===== src/rtl/pwm_dbuf_pkg.sv =====
package pwm_dbuf_pkg;

    localparam int TMR_W     = 8;
    localparam int FRAC_W    = 2;
    localparam int PRE_W     = 3 * FRAC_W;
    localparam int DUTY_W    = TMR_W + FRAC_W;

    typedef enum logic [1:0] {
        PSC_DIV1   = 2'b00,
        PSC_DIV4   = 2'b01,
        PSC_DIV16  = 2'b10,
        PSC_DIV16B = 2'b11
    } psc_e;

    typedef struct packed {
        logic [TMR_W-1:0]  tmr;
        logic [FRAC_W-1:0] frac;
    } tbase_t;

    // Timer advances when every prescaler bit in use is at its maximum.
    function automatic logic pre_rollover(input psc_e sel, input logic [PRE_W-1:0] cnt);
        case (sel)
            PSC_DIV1: return &cnt[FRAC_W-1:0];
            PSC_DIV4: return &cnt[2*FRAC_W-1:0];
            default:  return &cnt;
        endcase
    endfunction

    // Low bits of the time base: phase bits at 1:1, top prescaler bits otherwise.
    function automatic logic [FRAC_W-1:0] frac_pick(input psc_e sel, input logic [PRE_W-1:0] cnt);
        case (sel)
            PSC_DIV1: return cnt[FRAC_W-1:0];
            PSC_DIV4: return cnt[2*FRAC_W-1:FRAC_W];
            default:  return cnt[3*FRAC_W-1:2*FRAC_W];
        endcase
    endfunction

endpackage


===== src/rtl/pwm_prescaler.sv =====
module pwm_prescaler
    import pwm_dbuf_pkg::*;
#(
    parameter int CNT_W = PRE_W
) (
    input  logic              clk,
    input  logic              rst,
    input  logic              en,
    input  psc_e              sel,
    output logic              tick,
    output logic [FRAC_W-1:0] frac
);

    logic [CNT_W-1:0] cnt_q;

    always_ff @(posedge clk) begin
        if (rst || !en)
            cnt_q <= '0;
        else
            cnt_q <= cnt_q + 1'b1;
    end

    always_comb begin
        tick = en && pre_rollover(sel, cnt_q);
        frac = frac_pick(sel, cnt_q);
    end

endmodule


===== src/rtl/pwm_timebase.sv =====
module pwm_timebase
    import pwm_dbuf_pkg::*;
#(
    parameter int W = TMR_W
) (
    input  logic         clk,
    input  logic         rst,
    input  logic         en,
    input  logic         tick,
    input  logic [W-1:0] period,
    output logic [W-1:0] tmr,
    output logic         wrap
);

    logic [W-1:0] tmr_q;

    assign wrap = tick && (tmr_q == period);
    assign tmr  = tmr_q;

    always_ff @(posedge clk) begin
        if (rst || !en)
            tmr_q <= '0;
        else if (wrap)
            tmr_q <= '0;
        else if (tick)
            tmr_q <= tmr_q + 1'b1;
    end

    AST_WRAP_ZERO: assert property (@(posedge clk) disable iff (rst)
        (en && tick && tmr_q == period) |=> (tmr_q == '0));

    AST_TMR_HOLD: assert property (@(posedge clk) disable iff (rst)
        (en && !tick) |=> $stable(tmr_q) || !$past(en));

endmodule


===== src/rtl/pwm_duty_stage.sv =====
module pwm_duty_stage
    import pwm_dbuf_pkg::*;
#(
    parameter int W = DUTY_W
) (
    input  logic         clk,
    input  logic         rst,
    input  logic         en,
    input  logic         wrap,
    input  logic [W-1:0] duty_in,
    input  tbase_t       tb,
    output logic         pwm_out
);

    tbase_t shadow_q;
    logic   hi_q;
    logic   load;
    logic   at_duty;

    assign load    = !en || wrap;
    assign at_duty = (tb == shadow_q);
    assign pwm_out = en && hi_q && !at_duty;

    always_ff @(posedge clk) begin
        if (rst) begin
            shadow_q <= '0;
            hi_q     <= 1'b0;
        end else if (load) begin
            shadow_q <= tbase_t'(duty_in);
            hi_q     <= (duty_in != '0);
        end else if (at_duty) begin
            hi_q     <= 1'b0;
        end
    end

    AST_SHADOW_HOLD: assert property (@(posedge clk) disable iff (rst)
        (en && !wrap) |=> $stable(shadow_q));

    AST_ZERO_DUTY: assert property (@(posedge clk) disable iff (rst)
        (en && wrap && duty_in == '0) |=> !pwm_out);

    AST_NO_REGLITCH: assert property (@(posedge clk) disable iff (rst)
        (en && !wrap && !pwm_out) |=> !pwm_out);

    AST_START_HIGH: assert property (@(posedge clk) disable iff (rst)
        (en && wrap && duty_in != '0) |=> (pwm_out || !en));

endmodule


===== src/rtl/pwm_dbuf_gen.sv =====
module pwm_dbuf_gen
    import pwm_dbuf_pkg::*;
(
    input  logic              clk,
    input  logic              rst,
    input  logic              en,
    input  logic [1:0]        psc_sel,
    input  logic [TMR_W-1:0]  period_val,
    input  logic [TMR_W-1:0]  duty_hi,
    input  logic [FRAC_W-1:0] duty_lo,
    output logic              pwm_out
);

    psc_e              sel;
    logic              tick;
    logic [FRAC_W-1:0] frac;
    logic [TMR_W-1:0]  tmr;
    logic              wrap;
    tbase_t            tb;

    assign sel     = psc_e'(psc_sel);
    assign tb.tmr  = tmr;
    assign tb.frac = frac;

    pwm_prescaler #(.CNT_W(PRE_W)) u_pre (
        .clk  (clk),
        .rst  (rst),
        .en   (en),
        .sel  (sel),
        .tick (tick),
        .frac (frac)
    );

    pwm_timebase #(.W(TMR_W)) u_tb (
        .clk    (clk),
        .rst    (rst),
        .en     (en),
        .tick   (tick),
        .period (period_val),
        .tmr    (tmr),
        .wrap   (wrap)
    );

    pwm_duty_stage #(.W(DUTY_W)) u_duty (
        .clk     (clk),
        .rst     (rst),
        .en      (en),
        .wrap    (wrap),
        .duty_in ({duty_hi, duty_lo}),
        .tb      (tb),
        .pwm_out (pwm_out)
    );

    AST_DIS_LOW: assert property (@(posedge clk) disable iff (rst)
        !en |-> !pwm_out);

    AST_RST_LOW: assert property (@(posedge clk)
        rst |=> !pwm_out || en);

endmodule


===== config.mk =====
export PLATFORM = sky130hd
export DESIGN_NAME = pwm_dbuf_gen
export DESIGN_NICKNAME = d
export VERILOG_FILES = /design/src/rtl/pwm_dbuf_pkg.sv /design/src/rtl/pwm_prescaler.sv /design/src/rtl/pwm_timebase.sv /design/src/rtl/pwm_duty_stage.sv /design/src/rtl/pwm_dbuf_gen.sv
export SDC_FILE = /design/constraint.sdc
export NUM_CORES = 1
export LEC_CHECK = 0
export ABC_CLOCK_PERIOD_IN_PS = 2570
export BUFFER_PORTS_ARGS = -buffer_cell sky130_fd_sc_hd__clkbuf_2
export CORE_ASPECT_RATIO = 2
export CORE_MARGIN = 3
export CORE_UTILIZATION = 30
export DETAILED_ROUTE_END_ITERATION = 16
export PLACE_DENSITY = 0.5
export REMOVE_ABC_BUFFERS = 1
export SYNTH_ARGS = -nofsm -noshare
export SYNTH_HDL_FRONTEND = slang
export SYNTH_HIERARCHICAL = 1
export SYNTH_SLANG_ARGS = --single-unit

===== constraint.sdc =====
create_clock -name clk -period 2.57 [get_ports clk]
set_input_delay 0.1285 -clock clk [delete_from_list [all_inputs] [get_ports clk]]
set_output_delay 0.1285 -clock clk [all_outputs]
set_load 0.02 [all_outputs]

==> out/qor.yml, run 1 <==
status: "complete, no violations"
synth_adder_area_share_pct: 1.97
yosysUniqueCellTypes: 28
powerDensity_nw_per_um2: 489
finalMaxSlewViolations: 0
placementRows: 32
antenna_found_initial: 0
clk_pin_slew_worst_paths_ns: 0.09
die_w_um: 52.0
synth_warnings: 6
clock_latency_ns: 0.27
via_count: 1055
max_freq_mhz: 447
setup_viol: 0
post-dp-hpwl_um: 2340
synth-compound-area-share_pct: 9.36
grt_pass1_vias: 1063
fin_crit_ns: 2.24
diodes: 0
slowest_delay_ns: 0.40
place_area_um2: 1430
grt_pass1_wl_um: 4800
synth_top_flop_cell: "dfxtp_1"
yosys-top-cells-count: "nand2_1, dfxtp_1, nor2_1, xnor2_1, xor2_1"
post_cts_buffers: 0
tritoncts: "built"
worst_slack_ns: 0.333
dr.pass1.iters: 4
stdcell_area_um2: 1480
crit_chain: "ha_1 -> nand2_1 -> a221oi_1 -> nand4_1 -> nor3_1 -> nor2b_1 -> a311oi_1 -> a41o_1"
post-place-ws_ns: 0.361
worst_pin_slew_ns: 0.772
synthMuxAreaShare_pct: 2.36
max_cap_viol_count: 0
slowest_stage: "dfxtp_1"
initial_utilization_pct: 32.0
synth.avg_cell_area_um2: 8.47
cts_made_buffers: 3
ir_drop_v: 0.000251
synth-simple-area-share_pct: 24.8
finalCritPeriodShare_pct: 87.1
die-area_um2: 5100
critPathBufInv: 0
p_total_uw: 722
syn-cell-area_um2: 1270
clock-sinks: 25
grt_overflow: 0
reg2regPathDepth: 8
track_usage_pct: 12.5
via_per_inst: 4.71
wire_per_inst_um: 13.1
synthArstFlopShare_pct: 0
ctsHtreeMaxLevel: 1
worst-path-stages: 8
wirelength_um: 2930
syn_inst: 150
antenna_left: 0
synth_edf_count: 0
remaining_drc_errors: 0
fin_util_pct: 37.2
globalplace.congestion: 0.735
clock_skew_ns: 0.00371
drtIter0Drc: 15
power_leakage_uw: 0.000589
crit_path_end_kind: "flip-flop"
min_path_cells: 3
syn2layout_area_growth_pct: 16.2
critPathKind: "flip-flop to flip-flop"
yosys.area_share.xor_xnor_pct: 19.3
cts_resized: 0
core_um2: 3960
grt_max_degree: 15
hold_viol_final: 0
rsz0062_at_grt: "no"
postCtsHoldBufs: 0
post-synth-top-area-cell: "dfxtp_1"
drive_gt1_share_pct: 19.1
path_delay_family: "compound AO/OA/AOI/OAI gates"
min_path_type: "input pin to flip-flop"
clockBufferDepth: 2
start_kind: "flip-flop"
synth_top_family_by_area: "simple AND/OR/NAND/NOR gates"
yosysSeqAreaShare_pct: 39.4
slew_headroom_pct: 48.4
crit_fanout: 12
fin_nets: 199
crit_required_ns: 2.79
dieHeight_um: 98.0
fin_tns_setup_ns: 0
synthTopCellsByArea: "dfxtp_1, xnor2_1, nand2_1"
numPortBuffers: 23
synth.most_common_cell: "nand2_1"
io_pins: 24
ys_ff_latch: 25
synth_top_area_share_pct: 39.4
arrival_ns: 2.45
root_buffer: "clkbuf_8"
n_fill_cell: 420
routing by layer:
layer	vias to the layer above	global-route usage, %	routed length, µm
met2	20	22.7	1610
met4	0	4.85	29
met5	-	0	0
met3	2	1.68	112
li1	551	-	-
met1	482	13.8	1180
stage by stage:
step / instances / hold slack, ns
after CTS: 224 / 0.0829
after detailed placement: 220 / 0.378
after floorplan: 145 / 0.198
final: 224 / 0.0899
after global routing: 224 / 0.0943
after global placement: 220 / 0.371
cells by family after synthesis:
family                     after synthesis
DFF                                     25
adders and majority gates                2
xor gates and xnor gates                28
AOI/OAI and AO/OA                       18
buffers and inverters                    7
muxes                                    3
and+or+nand+nor                         67
registers in the layout (all words and copies together), names as in the netlist:
register	count
u_duty/shadow_q	10
u_tb/tmr	8
u_pre/cnt_q	6
u_duty/hi_q	1
power breakdown:
part,internal (µW),total [µW],switching (µW)
Combinational,36.5,78.0,41.4
Clock,108,237,128
Sequential,398,407,8.60
Total,544,722,178
layout make-up:
class	instances	area, µm²	area share, %
repair buffers	24	123	8.31
multi-input cells	118	734	49.8
well taps	51	63.8	4.33
flip-flops and latches	25	500	33.9
clock buffers	3	41.3	2.80
inverters	2	7.51	0.509
clock inverters	1	5.00	0.339
final timing paths:
path,from,endpoint,slack (ns)
max,u_pre/cnt_q[0]$_SDFF_PP0_,u_duty/hi_q$_SDFFE_PP0P_,0.33
min,duty_hi[7],u_duty/shadow_q[9]$_SDFFE_PP0P_,0.09
max reg2reg,u_pre/cnt_q[0]$_SDFF_PP0_,u_duty/hi_q$_SDFFE_PP0P_,0.33
min reg2reg,u_duty/shadow_q[4]$_SDFFE_PP0P_,u_duty/shadow_q[4]$_SDFFE_PP0P_,0.48
placed cells by master, fill, tap and decap left out:
cell type and n:
nand3_1 3, nand3_2 1, a311oi_1 1, nor4_2 2, or3_1 1, and3_1 1, nor2_1 15, a41o_1 1
mux2i_1 3, clkbuf_8 3, clkbuf_2 23, nor3_1 2, nor4_1 2, xnor2_1 15, o21ai_0 3, and3_2 1
inv_1 2, ha_1 2, dfxtp_1 25, a21oi_1 11, nand4_1 5, nand2b_1 1, buf_4 1, nand2_1 31
xor2_1 13, a221oi_1 1, clkinv_2 1, o31ai_4 1, nor2b_1 2
worst register-to-register path, stage by stage (launching register included):
cell and delay (ns):
dfxtp_1 0.40, ha_1 0.23, nand2_1 0.07, a221oi_1 0.33, nand4_1 0.24, nor3_1 0.24, nor2b_1 0.22, a311oi_1 0.33
a41o_1 0.13
Power figures use the tool's default switching activity.
==> inputs of run 2 (changes only) <==
--- a/config.mk
+++ b/config.mk
@@ -7,11 +7,12 @@
 export LEC_CHECK = 0
 export ABC_CLOCK_PERIOD_IN_PS = 2570
 export BUFFER_PORTS_ARGS = -buffer_cell sky130_fd_sc_hd__clkbuf_2
+export CAP_MARGIN = 20
 export CORE_ASPECT_RATIO = 2
 export CORE_MARGIN = 3
 export CORE_UTILIZATION = 30
 export DETAILED_ROUTE_END_ITERATION = 16
-export PLACE_DENSITY = 0.5
+export PLACE_DENSITY = 0.6
 export REMOVE_ABC_BUFFERS = 1
 export SYNTH_ARGS = -nofsm -noshare
 export SYNTH_HDL_FRONTEND = slang
==> run 2 against run 1 <==
  * Combinational power increased by 2%
  * Total power is 1.4% lower
  * Die area is the same
  * Sequential share of layout area barely moved
  * Clock power fell by 5%
  * Register-to-register slack improved by 0.10 ns
  * Hold slack better by 0.0057 ns
  * Clock-buffer cell count up 1
  * Sequential cell count is the same
  * Cell count is the same
  * Routed wire length shrank 7.2%
  * Largest power group unchanged
==> out/qor.yml, run 2 (synthesis results as in run 1) <==
grt_overflow: 0  # unchanged
slowest_delay_ns: 0.39  # about the same
crit_chain: "ha_1 -> nand2_1 -> a221oi_1 -> nand4_1 -> nor3_1 -> nor2b_1 -> a311oi_1 -> a41o_1"
clock_latency_ns: 0.26  # about the same
grt_pass1_wl_um: 4770  # -0.44%
post-dp-hpwl_um: 2210  # -5.6%
root_buffer: "clkbuf_8"
multi_input_area_um2: 734  # unchanged
dr_wl_met2_um: 1540  # -4.5%
reg2reg_slack_ns: 0.44  # +0.10 ns
drive_gt1_share_pct: 18.5  # -0.58 points
dp.cells: 220  # unchanged
clock_skew_ns: 0.00367  # -0.0000425 ns
tritoncts: "built"
via_per_inst: 4.62  # -2.0%
syn2layout_area_growth_pct: 16.1  # about the same
rsz0062_at_grt: "no"
setup_viol: 0  # unchanged
dr.pass1.iters: 4  # unchanged
dieHeight_um: 98.0  # unchanged
hold_viol_final: 0  # unchanged
max_cap_viol_count: 0  # unchanged
min_path_type: "input pin to flip-flop"
layout.cells.non_filler: 224  # unchanged
start_kind: "flip-flop"
post-place-ws_ns: 0.394  # +0.0323 ns
crit_required_ns: 2.78  # about the same
placementRows: 32  # unchanged
drtIter0Drc: 21  # +6
worstReg2RegEnd: "u_duty/hi_q$_SDFFE_PP0P_"
antenna_found_initial: 0  # unchanged
clk_pin_slew_worst_paths_ns: 0.08  # about the same
wl_met3_um: 87  # -22%
numPortBuffers: 23  # unchanged
hold_end: "u_duty/shadow_q[4]$_SDFFE_PP0P_"
initial_utilization_pct: 32.0  # unchanged
io_pins: 24  # unchanged
reg2regPathDepth: 8  # unchanged
power_leakage_uw: 0.000587  # -0.46%
slew_headroom_pct: 48.8  # +0.37 points
grt_pass1_vias: 1088  # +2.4%
status: "complete, no violations"
largest_reg_flops: 10  # unchanged
min_path_cells: 3  # unchanged
hp-start: "duty_hi[2]"
grt_max_degree: 15  # unchanged
ctsHtreeMaxLevel: 1  # unchanged
seqCellArea_um2: 500  # unchanged
wirelength_um: 2720  # -7.2%
fin_nets: 199  # unchanged
fin_tns_setup_ns: 0  # unchanged
diodes: 0  # unchanged
crit_path_end_kind: "flip-flop"
ir_drop_v: 0.000396  # +57%
top_layer_used: "met4"
core_um2: 3960  # unchanged
remaining_drc_errors: 0  # unchanged
slowest_stage: "dfxtp_1"
largest-register: "u_duty/shadow_q"
final_common_cell: "nand2_1"
arrival_ns: 2.34  # -0.11 ns
crit_start: "u_pre/cnt_q[0]$_SDFF_PP0_"
die_w_um: 52.0  # unchanged
n_fill_cell: 423  # +0.71%
layout_common_cells: "nand2_1, dfxtp_1, clkbuf_2"
worst_slack_ns: 0.438  # +0.105 ns
powerDensity_nw_per_um2: 483  # -1.3%
postCtsHoldBufs: 0  # unchanged
fin_crit_ns: 2.13  # -0.105 ns
crit_fanout: 12  # unchanged
track_usage_pct: 12.2  # -0.24 points
via_count: 1034  # -2.0%
wire_per_inst_um: 12.1  # -7.2%
critPathKind: "flip-flop to flip-flop"
die-area_um2: 5100  # unchanged
globalplace.congestion: 0.823  # +12%
antenna_left: 0  # unchanged
finalCritPeriodShare_pct: 83.0  # -4.1 points
post_cts_buffers: 0  # unchanged
worst_pin_slew_ns: 0.767  # -0.00554 ns
max_freq_mhz: 469  # +4.9%
reg2reg_from: "u_pre/cnt_q[0]$_SDFF_PP0_"
cts_resized: 0  # unchanged
clock-sinks: 25  # unchanged
met1_length_um: 1040  # -12%
finalMaxSlewViolations: 0  # unchanged
clockBufferDepth: 2  # unchanged
cts_made_buffers: 3  # unchanged
[run 2: through the flow]
stage	cell area [µm²]	total power, µW	hold slack [ns]	utilization, %
CTS	1470	724	0.0914	37.2
detailed placement	1430	496	0.377	36.0
floorplan	1240	458	0.198	-
global placement	1430	495	0.374	36.0
finish	1470	712	0.0956	37.2
global route	1470	748	0.104	37.2
[run 2: worst max path at each step]
stage,to,slack (ns)
floorplan,u_duty/hi_q$_SDFFE_PP0P_,0.31
global placement,u_duty/shadow_q[7]$_SDFFE_PP0P_,0.51
detailed placement,u_duty/hi_q$_SDFFE_PP0P_,0.39
CTS,u_duty/hi_q$_SDFFE_PP0P_,0.38
global route,u_duty/shadow_q[6]$_SDFFE_PP0P_,0.16
finish,u_duty/hi_q$_SDFFE_PP0P_,0.44
[run 2: final cells by class]
class	count	area share [%]
Multi-Input combinational cell	118	49.8
Sequential cell	25	34.0
Timing Repair Buffer	24	8.32
Tap cell	51	4.33
Clock buffer	4	3.06
Inverter	2	0.509
[run 2: critical path: cells and delay by family, from the launching register on]
kind                       cells  cell delay [ns]
and+or+nand+nor                4             0.71
adders and majority gates      1             0.22
DFF                            1             0.39
AOI/OAI and AO/OA              3             0.76
[run 2: report_power, final]
part	internal (µW)	total, µW	switching [µW]
Sequential	398	406	7.69
Combinational	36.6	79.5	42.9
Clock	111	226	116
[run 2: layer usage]
metal / vias to the layer above / global-route usage [%]
li1: 550 / -
met1: 462 / 12.9
met2: 17 / 22.4
met3: 5 / 1.98
met4: 0 / 5.45
met5: - / 0
